### src/rtl/rsd_pkg.sv
package rsd_pkg;

  typedef enum logic [1:0] {
    LVL_V5  = 2'd0,
    LVL_V43 = 2'd1,
    LVL_V12 = 2'd2,
    LVL_V0  = 2'd3
  } drive_lvl_e;

  // Row-side level selection; blanking wins over everything.
  function automatic drive_lvl_e row_level(input logic stage_bit,
                                           input logic frame_inv,
                                           input logic active);
    drive_lvl_e lvl;
    if (!active) begin
      lvl = LVL_V5;
    end else begin
      case ({frame_inv, stage_bit})
        2'b00:   lvl = LVL_V43;
        2'b01:   lvl = LVL_V0;
        2'b10:   lvl = LVL_V12;
        default: lvl = LVL_V5;
      endcase
    end
    return lvl;
  endfunction

endpackage

### src/rtl/rsd_rst_sync.sv
module rsd_rst_sync (
  input  logic clk,
  input  logic rst_n,
  output logic rst_sync_n
);
  logic [1:0] sync_q;

  always_ff @(posedge clk or negedge rst_n) begin
    if (!rst_n) sync_q <= 2'b00;
    else        sync_q <= {sync_q[0], 1'b1};
  end

  assign rst_sync_n = sync_q[1];
endmodule

### src/rtl/rsd_edge_det.sv
module rsd_edge_det (
  input  logic clk,
  input  logic rst_n,
  input  logic level_i,
  output logic fall_o
);
  logic level_q;
  logic level_d;

  always_comb level_d = level_i;

  always_ff @(posedge clk or negedge rst_n) begin
    if (!rst_n) level_q <= 1'b0;
    else        level_q <= level_d;
  end

  assign fall_o = level_q & ~level_i;
endmodule

### src/rtl/rsd_shift_core.sv
module rsd_shift_core #(
  parameter int STAGES = 160
) (
  input  logic              clk,
  input  logic              rst_n,
  input  logic              shift_en,
  input  logic              clear,
  input  logic              dir_up,
  input  logic              split,
  input  logic              feed_lo,
  input  logic              feed_hi,
  input  logic              feed_aux,
  output logic [STAGES-1:0] stage_o,
  output logic              sout_o
);
  localparam int HALF = STAGES / 2;

  logic [STAGES-1:0] stage_q;
  logic [STAGES-1:0] stage_d;
  logic [STAGES-1:0] src_up;
  logic [STAGES-1:0] src_dn;
  logic              sout_q;
  logic              sout_d;

  // Per-stage source when moving toward higher / lower indices.
  for (genvar k = 0; k < STAGES; k++) begin : g_src
    if (k == 0) begin : g_up_end
      assign src_up[k] = feed_lo;
    end else if (k == HALF) begin : g_up_mid
      assign src_up[k] = split ? feed_aux : stage_q[k-1];
    end else begin : g_up_mid_no
      assign src_up[k] = stage_q[k-1];
    end

    if (k == STAGES - 1) begin : g_dn_end
      assign src_dn[k] = feed_hi;
    end else if (k == HALF - 1) begin : g_dn_mid
      assign src_dn[k] = split ? feed_aux : stage_q[k+1];
    end else begin : g_dn_mid_no
      assign src_dn[k] = stage_q[k+1];
    end
  end

  always_comb begin
    if (clear) begin
      stage_d = '0;
      sout_d  = 1'b0;
    end else if (shift_en) begin
      stage_d = dir_up ? src_up : src_dn;
      sout_d  = dir_up ? stage_q[STAGES-1] : stage_q[0];
    end else begin
      stage_d = stage_q;
      sout_d  = sout_q;
    end
  end

  always_ff @(posedge clk or negedge rst_n) begin
    if (!rst_n) begin
      stage_q <= '0;
      sout_q  <= 1'b0;
    end else begin
      stage_q <= stage_d;
      sout_q  <= sout_d;
    end
  end

  assign stage_o = stage_q;
  assign sout_o  = sout_q;
endmodule

### src/rtl/rsd_level_map.sv
module rsd_level_map #(
  parameter int STAGES = 160
) (
  input  logic [STAGES-1:0]   stage_i,
  input  logic                fr_i,
  input  logic                active_i,
  output logic [2*STAGES-1:0] level_o
);
  import rsd_pkg::*;

  for (genvar k = 0; k < STAGES; k++) begin : g_lvl
    drive_lvl_e lvl;
    always_comb lvl = row_level(stage_i[k], fr_i, active_i);
    assign level_o[2*k +: 2] = lvl;
  end
endmodule

### src/rtl/row_scan_driver.sv
module row_scan_driver #(
  parameter int STAGES = 160
) (
  input  logic                clk,
  input  logic                rst_n,
  input  logic                lp_i,
  input  logic                dir_i,
  input  logic                dual_i,
  input  logic                blank_n_i,
  input  logic                fr_i,
  input  logic                ser1_i,
  output logic                ser1_o,
  output logic                ser1_oe,
  input  logic                ser2_i,
  output logic                ser2_o,
  output logic                ser2_oe,
  input  logic                aux_i,
  output logic [2*STAGES-1:0] level_o
);
  logic              rst_sync_n;
  logic              lp_fall;
  logic              shift_en;
  logic              clear;
  logic [STAGES-1:0] stage_q;
  logic              sout_q;

  rsd_rst_sync u_rst (
    .clk        (clk),
    .rst_n      (rst_n),
    .rst_sync_n (rst_sync_n)
  );

  rsd_edge_det u_lp (
    .clk     (clk),
    .rst_n   (rst_sync_n),
    .level_i (lp_i),
    .fall_o  (lp_fall)
  );

  assign clear    = ~blank_n_i;
  assign shift_en = lp_fall & blank_n_i;

  rsd_shift_core #(.STAGES(STAGES)) u_core (
    .clk      (clk),
    .rst_n    (rst_sync_n),
    .shift_en (shift_en),
    .clear    (clear),
    .dir_up   (dir_i),
    .split    (dual_i),
    .feed_lo  (ser1_i),
    .feed_hi  (ser2_i),
    .feed_aux (aux_i),
    .stage_o  (stage_q),
    .sout_o   (sout_q)
  );

  rsd_level_map #(.STAGES(STAGES)) u_map (
    .stage_i  (stage_q),
    .fr_i     (fr_i),
    .active_i (blank_n_i),
    .level_o  (level_o)
  );

  assign ser1_oe = ~dir_i;
  assign ser2_oe = dir_i;
  assign ser1_o  = ~dir_i & sout_q;
  assign ser2_o  = dir_i & sout_q;
endmodule

### config.mk
export PLATFORM = sky130hd
export DESIGN_NAME = row_scan_driver
export DESIGN_NICKNAME = d
export VERILOG_FILES = /design/src/rtl/rsd_pkg.sv /design/src/rtl/rsd_rst_sync.sv /design/src/rtl/rsd_edge_det.sv /design/src/rtl/rsd_shift_core.sv /design/src/rtl/rsd_level_map.sv /design/src/rtl/row_scan_driver.sv
export SDC_FILE = /design/constraint.sdc
export NUM_CORES = 1
export LEC_CHECK = 0
export ABC_AREA = 0
export BUFFER_PORTS_ARGS = -buffer_cell sky130_fd_sc_hd__buf_2
export CAP_MARGIN = 40
export CORE_MARGIN = 2
export CORE_UTILIZATION = 30
export CTS_CLUSTER_SIZE = 10
export DETAILED_ROUTE_END_ITERATION = 6
export PLACE_DENSITY = 0.58
export SLEW_MARGIN = 20
export SYNTH_ARGS = -nofsm -noshare
export SYNTH_HDL_FRONTEND = slang
export SYNTH_SLANG_ARGS = --single-unit
export TNS_END_PERCENT = 100
### constraint.sdc
create_clock -name clk -period 12 [get_ports clk]
set_input_delay 1.8 -clock clk [delete_from_list [all_inputs] [get_ports clk]]
set_output_delay 1.8 -clock clk [all_outputs]
set_load 0.05 [all_outputs]
==> flow_summary.ini <==
[status]
status = finished, final reports clean

[clock_network]
clockBufferDepth = 2
cts_hold_buf = 0
cts_sinks = 164
path_clk_slew_ns = 0.07
cts-htree-levels = 4
clockRootBuffer = clkbuf_16
post-cts-setup-buffers = 0
clk-insertion-delay-late_ns = 0.44
cts_buffers = 17
ctsResizeCount = 0
cts_tree = done

[logic_synthesis]
syn_inst = 1071
synth-edff-count = 0
syn_area_um2 = 12000
async_reset_ff_frac = 1.00
yosysTopAreaCell = dfrtp_1
synth.top_cell.area_share = 0.341
ys_ff_latch = 164
ys_seq_area_frac = 0.341
yosys_warnings = 0
syn-num-nets = 1083
synthDistinctLibCells = 20
synth.most_common_cell = buf_4
synth.avg_cell_area_um2 = 11.2
synth_area_leaders = dfrtp_1, mux2i_1, buf_4
synthFlopType = dfrtp_1
synthTopCellsByCount = buf_4, dfrtp_1, and2_1, mux2i_1, xor2_1

[cells_and_area]
antennaDiodeCount = 0
n_fill_cell = 4044
layout-drive-gt1-share = 0.396
regArea_um2 = 4110
nets = 1201
area_growth_pct = 11.8
multi_input_area_um2 = 6110

[critical_path]
crit_arrival_ns = 3.78
cp.required_ns = 10.20
cp-end-kind = primary output
cp_max_fo = 60
critical_path_class = in -> out
worstSetupStartpointType = input pin
rr_worst_depth = 5

[place]
gp_congestion = 0.716
hpwl_um = 17000
portBuffers = 333
pre_cts_ws_ns = 6.13

[route]
viasPerCell = 4.57
drt_iter0_markers = 470
final_antenna_net_count = 0
postRouteWirelength_um = 26100
post_drt_wl_per_cell_um = 15.1
drc = 0
vias = 7889
dr.pass1.iters = 4

[sta]
worst_pin_slew_ns = 0.890
finalSetupViolCount = 0
fmax_mhz = 179
skew_ns = 0.0152
rsz0062_at_grt = no
hold_viol = 0
post-route-period-util = 0.465
relSlewSlack = 0.406
setup_slack_ns = 6.42
min_period_ns = 5.58
drv_slew = 0
tns_ns = 0

[global_routing]
grt_use_total = 0.125
antenna_found_initial = 1
grt_pass1_vias = 7284
grt_pass1_wl_um = 41600
grt_overflow_total = 0
grt_max_degree = 160

[die]
initial_core_util = 0.303
fp.dieArea_um2 = 41700
rows = 73
dieHeight_um = 204
die_w_um = 204
core_um2 = 39600
num_io_pins = 334

[flow_run]
maxCapViolCount = 0

[power]
peakVddDrop_mv = 0.0948
power.density_nw_per_um2 = 117
p_leak_nw = 6.99

[worst_hold_path]
hp-class = reg -> async
-- state kept, by name, summed over array words and instances, names as in the netlist --
name / cells
u_core.stage_o: 160
u_rst.sync_q: 2
u_core.sout_o: 1
u_lp.level_q: 1
-- per-stage QoR --
stage	std cells	hold slack [ns]	util	area, um^2	power [mW]
after floorplan	1071	0.331	-	12000	0.944
after global placement	1691	0.334	0.320	12700	0.962
after detailed placement	1694	0.338	0.322	12700	0.964
after CTS	1726	0.352	0.338	13400	1.60
after global routing	1727	0.353	0.339	13400	1.64
final	1727	0.334	0.339	13400	1.57
-- cells in the final DEF, fill, tap and decap left out, types with 4 or more instances in the layout --
master	count
bufinv_16	5
buf_2	330
buf_4	10
clkbuf_16	17
o2bb2ai_1	69
mux2i_1	161
clkbuf_8	4
o2bb2ai_2	90
dfrtp_1	163
inv_1	4
and2_1	161
xor2_1	159
-- where the power goes --
part	switching, mW	internal, mW	total [mW]
sequential	0.00424	0.554	0.558
combinational	0.310	0.0824	0.393
clock	0.235	0.386	0.621
-- worst max-delay path, cell delays in order --
cell	delay, ns
clkbuf_8	0.49
buf_4	0.42
buf_16	0.28
inv_1	0.10
ha_1	0.27
and2_1	0.11
buf_2	0.26
-- kinds of logic (layout without fill, tap and decap cells) --
logic type                 Yosys count  count (layout)  share of synthesized area
and+or+nand+nor                    166             166                     0.0866
buffers and inverters              253             384                      0.153
DFF                                164             164                      0.341
xor gates and xnor gates           159             159                      0.116
AOI/OAI and AO/OA                  165             165                      0.167
muxes                              161             161                      0.134
other                                1               1                   0.000312
adders and majority gates            2               2                    0.00208
-- cell type report --
cell class | instances | share of cell area
tap | 525 | 0.0488
sequential | 164 | 0.305
clock buffer | 20 | 0.0347
timing repair buffer | 348 | 0.140
clock inverter | 12 | 0.0150
inverter | 4 | 0.00112
multi-input combinational | 654 | 0.454
-- final timing paths --
kind	startpoint	end	slack (ns)
max reg2reg	u_lp.level_q	u_core.stage_o[65]	9.68
min	u_rst.sync_q[1]	u_core.stage_o[145]	0.33
min reg2reg	u_rst.sync_q[1]	u_core.stage_o[145]	0.33
max in group asynchronous	u_rst.sync_q[1]	u_core.stage_o[109]	9.86
min in group clk	u_rst.sync_q[0]	u_rst.sync_q[1]	0.35
max	fr_i	level_o[259]	6.42
-- per-layer routing --
layer  track usage  wire, um  vias to the layer above
met5             0        16                        -
met4        0.0375       212                        2
met3        0.0231      1480                       13
met2         0.183     11500                      280
met1         0.185     13000                     3825
li1              -         -                     3769
No activity file was read; power rests on OpenSTA's default activity.
